`config.mk`:
```
export PLATFORM = sky130hd
export DESIGN_NAME = sysp_top
export DESIGN_NICKNAME = d
export VERILOG_FILES = /design/src/rtl/sysp_pkg.sv /design/src/rtl/sysp_decode.sv /design/src/rtl/sysp_rdcount.sv /design/src/rtl/sysp_portc.sv /design/src/rtl/sysp_rdpath.sv /design/src/rtl/sysp_top.sv
export SDC_FILE = /design/constraint.sdc
export NUM_CORES = 1
export LEC_CHECK = 0
export ABC_CLOCK_PERIOD_IN_PS = 5400
export BUFFER_PORTS_ARGS = -buffer_cell sky130_fd_sc_hd__buf_2
export CORE_MARGIN = 4
export CORE_UTILIZATION = 58
export DETAILED_ROUTE_END_ITERATION = 8
export PLACE_DENSITY = 0.83
export SYNTH_ARGS = -nofsm -noshare
export SYNTH_HDL_FRONTEND = slang
export SYNTH_HIERARCHICAL = 1
export SYNTH_SLANG_ARGS = --single-unit
```
`constraint.sdc`:
```
create_clock -name clk -period 5.4 [get_ports clk]
set_clock_uncertainty 0.05 [all_clocks]
set_input_delay 0 -clock clk [delete_from_list [all_inputs] [get_ports clk]]
set_output_delay 0 -clock clk [all_outputs]
set_load 0.02 [all_outputs]
```
`src/rtl/sysp_pkg.sv`:
```
`timescale 1ns/1ps
package sysp_pkg;

    // Location codes carried on bus_addr
    typedef enum logic [1:0] {
        SEL_CONST  = 2'd0,
        SEL_STATUS = 2'd1,
        SEL_PORTC  = 2'd2,
        SEL_CTRL   = 2'd3
    } sel_e;

    // Read response states
    typedef enum logic {
        RS_IDLE = 1'b0,
        RS_DATA = 1'b1
    } rstate_e;

    // Decoded one-hot access strobes
    typedef struct packed {
        logic rd_const;
        logic rd_status;
        logic rd_portc;
        logic rd_ctrl;
        logic wr_portc;
        logic wr_ctrl;
    } strobe_t;

endpackage

```
`src/rtl/sysp_decode.sv`:
```
`timescale 1ns/1ps
module sysp_decode
    import sysp_pkg::*;
#(
    parameter int ADDR_W = 2
) (
    input  logic [ADDR_W-1:0] bus_addr,
    input  logic              bus_wr,
    input  logic              bus_rd,
    output strobe_t           stb
);
    sel_e sel;
    logic rd_ok;

    assign sel   = sel_e'(bus_addr[1:0]);
    // a write takes the cycle; a simultaneous read is dropped
    assign rd_ok = bus_rd && !bus_wr;

    always_comb begin
        stb = '0;
        unique case (sel)
            SEL_CONST:  stb.rd_const  = rd_ok;
            SEL_STATUS: stb.rd_status = rd_ok;
            SEL_PORTC: begin
                stb.rd_portc = rd_ok;
                stb.wr_portc = bus_wr;
            end
            SEL_CTRL: begin
                stb.rd_ctrl = rd_ok;
                stb.wr_ctrl = bus_wr;
            end
        endcase
    end
endmodule

```
`src/rtl/sysp_rdcount.sv`:
```
`timescale 1ns/1ps
module sysp_rdcount #(
    parameter int PRELOAD = 8,
    parameter int TRIG_A  = 4,
    parameter int TRIG_B  = 0,
    parameter int CNT_W   = $clog2(PRELOAD + 1)
) (
    input  logic             clk,
    input  logic             rst_n,
    input  logic             rd_portc,
    output logic [CNT_W-1:0] cnt_q,
    output logic             force_bit
);
    localparam logic [CNT_W-1:0] LOAD_V = CNT_W'(PRELOAD);
    localparam logic [CNT_W-1:0] TA_V   = CNT_W'(TRIG_A);
    localparam logic [CNT_W-1:0] TB_V   = CNT_W'(TRIG_B);

    logic             live;
    logic [CNT_W-1:0] cnt_dec;

    assign live      = rd_portc && (cnt_q != '0);
    assign cnt_dec   = cnt_q - 1'b1;
    assign force_bit = live && ((cnt_dec == TA_V) || (cnt_dec == TB_V));

    always_ff @(posedge clk) begin
        if (!rst_n)    cnt_q <= LOAD_V;
        else if (live) cnt_q <= cnt_dec;
    end
endmodule

```
`src/rtl/sysp_portc.sv`:
```
`timescale 1ns/1ps
module sysp_portc #(
    parameter int            W         = 8,
    parameter logic [W-1:0]  RST_VAL   = 8'hFF,
    parameter int            FORCE_POS = 5,
    parameter int            IDX_W     = $clog2(W)
) (
    input  logic         clk,
    input  logic         rst_n,
    input  logic         wr_portc,
    input  logic         wr_ctrl,
    input  logic [W-1:0] wdata,
    input  logic         force_bit,
    output logic [W-1:0] q,
    output logic [W-1:0] q_next
);
    logic [IDX_W-1:0] idx;
    logic             mode_word;
    logic [W-1:0]     onehot;

    assign idx       = wdata[IDX_W:1];
    assign mode_word = wdata[W-1];

    generate
        for (genvar b = 0; b < W; b++) begin : g_sel
            assign onehot[b] = (idx == IDX_W'(b));
        end
    endgenerate

    always_comb begin
        q_next = q;
        if (wr_portc) begin
            q_next = wdata;
        end else if (wr_ctrl && !mode_word) begin
            if (wdata[0]) q_next = q | onehot;
            else          q_next = q & ~onehot;
        end else if (force_bit) begin
            q_next[FORCE_POS] = 1'b1;
        end
    end

    always_ff @(posedge clk) begin
        if (!rst_n) q <= RST_VAL;
        else        q <= q_next;
    end
endmodule

```
`src/rtl/sysp_rdpath.sv`:
```
`timescale 1ns/1ps
module sysp_rdpath
    import sysp_pkg::*;
#(
    parameter int           W        = 8,
    parameter logic [W-1:0] CONST_V  = 8'h73,
    parameter logic [W-1:0] STAT_V   = 8'hF8,
    parameter logic [W-1:0] CTRL_RDV = 8'hFF
) (
    input  logic         clk,
    input  logic         rst_n,
    input  strobe_t      stb,
    input  logic         ext_status,
    input  logic [W-1:0] portc_next,
    output logic [W-1:0] rd_data,
    output logic         rd_valid
);
    rstate_e      state_q, state_d;
    logic         any_rd;
    logic [W-1:0] sel_data;

    assign any_rd = stb.rd_const | stb.rd_status | stb.rd_portc | stb.rd_ctrl;

    // next state: T_ACCEPT / T_RELEASE
    always_comb begin
        unique case (state_q)
            RS_IDLE: state_d = any_rd ? RS_DATA : RS_IDLE;
            RS_DATA: state_d = any_rd ? RS_DATA : RS_IDLE;
        endcase
    end

    always_comb begin
        sel_data = CTRL_RDV;
        unique case (1'b1)
            stb.rd_const:  sel_data = CONST_V;
            stb.rd_status: sel_data = {STAT_V[W-1:1], ext_status};
            stb.rd_portc:  sel_data = portc_next;
            default:       sel_data = CTRL_RDV;
        endcase
    end

    // state register
    always_ff @(posedge clk) begin
        if (!rst_n) state_q <= RS_IDLE;
        else        state_q <= state_d;
    end

    // outputs
    always_ff @(posedge clk) begin
        if (!rst_n)      rd_data <= '0;
        else if (any_rd) rd_data <= sel_data;
    end

    assign rd_valid = (state_q == RS_DATA);
endmodule

```
`src/rtl/sysp_top.sv`:
```
`timescale 1ns/1ps
module sysp_top
    import sysp_pkg::*;
#(
    parameter int          ADDR_W    = 2,
    parameter int          W         = 8,
    parameter logic [7:0]  CONST_V   = 8'h73,
    parameter logic [7:0]  STAT_V    = 8'hF8,
    parameter logic [7:0]  CTRL_RDV  = 8'hFF,
    parameter logic [7:0]  PC_RST    = 8'hFF,
    parameter int          PRELOAD   = 8,
    parameter int          TRIG_A    = 4,
    parameter int          TRIG_B    = 0,
    parameter int          FORCE_POS = 5,
    parameter int          CNT_W     = $clog2(PRELOAD + 1)
) (
    input  logic              clk,
    input  logic              rst_n,
    input  logic [ADDR_W-1:0] bus_addr,
    input  logic              bus_wr,
    input  logic              bus_rd,
    input  logic [W-1:0]      bus_wdata,
    input  logic              ext_status,
    output logic [W-1:0]      rd_data,
    output logic              rd_valid
);
    strobe_t          stb;
    logic [CNT_W-1:0] cnt_q;
    logic             force_bit;
    logic [W-1:0]     portc_q;
    logic [W-1:0]     portc_next;

    sysp_decode #(.ADDR_W(ADDR_W)) u_dec (
        .bus_addr (bus_addr),
        .bus_wr   (bus_wr),
        .bus_rd   (bus_rd),
        .stb      (stb)
    );

    sysp_rdcount #(
        .PRELOAD (PRELOAD),
        .TRIG_A  (TRIG_A),
        .TRIG_B  (TRIG_B),
        .CNT_W   (CNT_W)
    ) u_cnt (
        .clk       (clk),
        .rst_n     (rst_n),
        .rd_portc  (stb.rd_portc),
        .cnt_q     (cnt_q),
        .force_bit (force_bit)
    );

    sysp_portc #(
        .W         (W),
        .RST_VAL   (PC_RST[W-1:0]),
        .FORCE_POS (FORCE_POS)
    ) u_pc (
        .clk       (clk),
        .rst_n     (rst_n),
        .wr_portc  (stb.wr_portc),
        .wr_ctrl   (stb.wr_ctrl),
        .wdata     (bus_wdata),
        .force_bit (force_bit),
        .q         (portc_q),
        .q_next    (portc_next)
    );

    sysp_rdpath #(
        .W        (W),
        .CONST_V  (CONST_V[W-1:0]),
        .STAT_V   (STAT_V[W-1:0]),
        .CTRL_RDV (CTRL_RDV[W-1:0])
    ) u_rd (
        .clk        (clk),
        .rst_n      (rst_n),
        .stb        (stb),
        .ext_status (ext_status),
        .portc_next (portc_next),
        .rd_data    (rd_data),
        .rd_valid   (rd_valid)
    );
endmodule

```
==> flow_metrics.py <==
metrics = {
    "routing": {
        "drt_iter0_drc": 20,
        "post-route-drc-count": 0,
        "drtAntennaViolNets": 0,
        "wl_per_cell_um": 15.86,
        "viasPerCell": 5.995,
        "num_vias": 1211,
        "wl_um": 3203,
        "first_pass_iters": 4,
    },
    "clock_tree": {
        "clk_path_buf_depth": 2,
        "cts_tree": "done",
        "clk_pin_slew_ns": 0.12,
        "root_buffer": "clkbuf_4",
        "cts_sinks": 21,
        "cts_max_level": 1,
        "cts_buffers": 3,
        "clk_latency_ns": 0.31,
    },
    "worst_setup_path": {
        "endpoint_kind": "register",
        "path_max_fanout": 4,
        "arrival_ns": 2.80,
        "path_delay_family": "buffers and inverters",
        "slowest_delay_ns": 0.59,
        "critical_path_buf_inv_count": 3,
        "crit_slowest_cell": "dlygate4sd3_1",
        "required_ns": 5.56,
        "timing_worst_setup_path_type": "reg -> reg",
        "critPathMostFrequentCell": "inv_1",
        "crit_chain": "inv_1 > ha_1 > inv_1 > o31a_1 > and3_1 > or2_2 > o32ai_1 > o21ai_1 > dlygate4sd3_1",
        "crit_path_start_kind": "register",
    },
    "sta": {
        "hold_violations": 0,
        "slew_headroom_pct": 56.23,
        "grt_setup_unrepaired": "no",
        "drv_slew": 0,
        "fin_crit_ns": 2.640,
        "fmax_ghz": 0.3787,
        "period_share_pct": 48.90,
        "whs_ns": 0.06001,
        "tightestPinTransition_ns": 0.6483,
        "fin_setup_tns_ns": 0,
        "finalSetupViolations": 0,
    },
    "finish": {
        "final_util_pct": 75.12,
        "fin_cells": 202,
        "area_growth_pct": 18.55,
        "insertedDiodeCount": 0,
        "final_layout_size_suffix_gt1_share_pct": 25.14,
        "fin_nets": 193,
    },
    "global_route": {
        "grt_remaining_overflow": 0,
        "antenna_found_initial": 0,
        "grt_pass1_vias": 1191,
        "grt_max_degree": 23,
        "grt_pass1_wl_um": 5319,
        "grt.total_usage_pct": 24.72,
    },
    "placement": {
        "place_congestion": 0.7774,
        "place_inst": 189,
        "portBuffers": 23,
        "place_hpwl_um": 2173,
    },
    "synth": {
        "synth_ff_type": "dfxtp_1",
        "ys.warnings.count": 6,
        "synth.top_cells.by_count": "21 x dfxtp_1, 11 x inv_1, 11 x nor2_1",
        "avgSynthCellArea_um2": 8.960,
        "yosysSeqAreaShare_pct": 32.81,
        "synth.most_common_cell": "dfxtp_1",
        "ys_ff_latch": 21,
        "synthCells": 143,
        "synthTopCellsByArea": "dfxtp_1 33%, a21oi_1 3.5%, inv_1 3.2%",
        "syn_nets": 160,
        "synth_cell_types": 50,
        "yosys.area.top_type": "dfxtp_1",
        "async_flop_share_pct": 0,
        "syn_area_um2": 1281,
        "synth_top_area_share_pct": 32.81,
        "synth-edff-count": 0,
    },
    "die": {
        "die_h_um": 55,
        "start_util_pct": 63.37,
        "coreArea_um2": 2022,
        "std_cell_rows": 16,
        "die_w_um": 55,
        "die-area_um2": 3025,
        "pin_count": 24,
    },
    "power_and_ir_drop": {
        "power_leakage_uw": 0.0006396,
        "cellPowerDensity_nw_per_um2": 214.1,
        "vdd_drop_max_mv": 0.2225,
    },
    "min_path": {
        "min_path_type": "in -> reg",
    },
    "status": {
        "outcome": "finished, final reports clean",
    },
    "job": {
        "drv_cap": 0,
    },
}
## per-stage QoR
| stage | worst slack (ns) | power [uW] | area [um2] |
|---|---|---|---|
| finish | 2.760 | 325.2 | 1519 |
| global route | 2.673 | 342.0 | 1519 |
| CTS | 2.863 | 324.6 | 1519 |
| detailed placement | 3.092 | 242.7 | 1401 |
| floorplan | 3.252 | 219.8 | 1281 |
| global placement | 3.182 | 239.9 | 1401 |
## cell usage in the layout (no fill, tap or decap), types with 4 or more instances in the layout
master         Yosys  final
nand2_1            9      9
dlygate4sd3_1      0      9
buf_2              2     23
nand4_1            5      5
o31a_1             4      4
nor2b_1            4      4
nand2b_1           5      5
a21oi_1            9      9
dfxtp_1           21     21
inv_1             11     11
nand3_1            6      6
mux2i_1            4      4
nor2_1            11     11
## worst register-to-register path, cell delays in order, from the launching register on
cell	delay [ns]
dfxtp_1	0.38
inv_1	0.10
ha_1	0.22
inv_1	0.05
o31a_1	0.30
and3_1	0.18
or2_2	0.26
o32ai_1	0.30
o21ai_1	0.11
dlygate4sd3_1	0.59
## final cells by class
cell class              count  area, um2
clock buffers               3      22.52
clock inverters             1      5.005
fillers                   161      503.0
inverters                  11      41.29
multi-input cells         107      790.8
flip-flops and latches     21      420.4
well taps                  27      33.78
repair buffers             32      205.2
## kinds of logic after synthesis
kind of cell / synth area share (%)
simple gates: 34.47
compound gates: 20.31
buf+inv: 5.469
xor+xnor: 0.6837
fa+ha+maj: 1.953
flops: 32.81
mux: 4.297
## sequential cells by signal, summed over array words and instances, names as in the netlist
signal / cells
u_rd/rd_valid: 1
u_rd/rd_data: 8
u_pc/q: 8
u_cnt/cnt_q: 4
## worst paths after layout
kind | slack [ns] | to | start | depth (start not counted)
max | 2.76 | u_pc/q[5] | u_cnt/cnt_q[0] | 9
max reg2reg | 2.76 | u_pc/q[5] | u_cnt/cnt_q[0] | 9
min | 0.06 | u_pc/q[1] | bus_wdata[1] | 3
min reg2reg | 0.47 | u_rd/rd_data[1] | u_rd/rd_data[1] | 2
## repair_timing
action	CTS	global route
hold buffers	9	0
endpoints found under the hold margin	7	0
buffers inserted	0	0
gates resized for setup	0	0
## power by group
| group | total [uW] | internal (uW) | switching, uW | leakage, uW |
|---|---|---|---|---|
| clock | 78.9 | 27.7 | 51.2 | 0.0000177 |
| combinational | 76.4 | 33.1 | 43.3 | 0.000450 |
| sequential | 170 | 164 | 5.51 | 0.000172 |
| total | 325 | 225 | 100 | 0.000640 |
## routing by layer
metal  vias up  part of all wire, %  track usage (%)
li1        597                    -                -
met1       571                   46            30.76
met4         0                  2.0            12.15
met2        35                   48            41.93
met5         -                    0                0
met3         8                  4.0            2.949
Note: power is estimated with default switching activity, not from simulation.
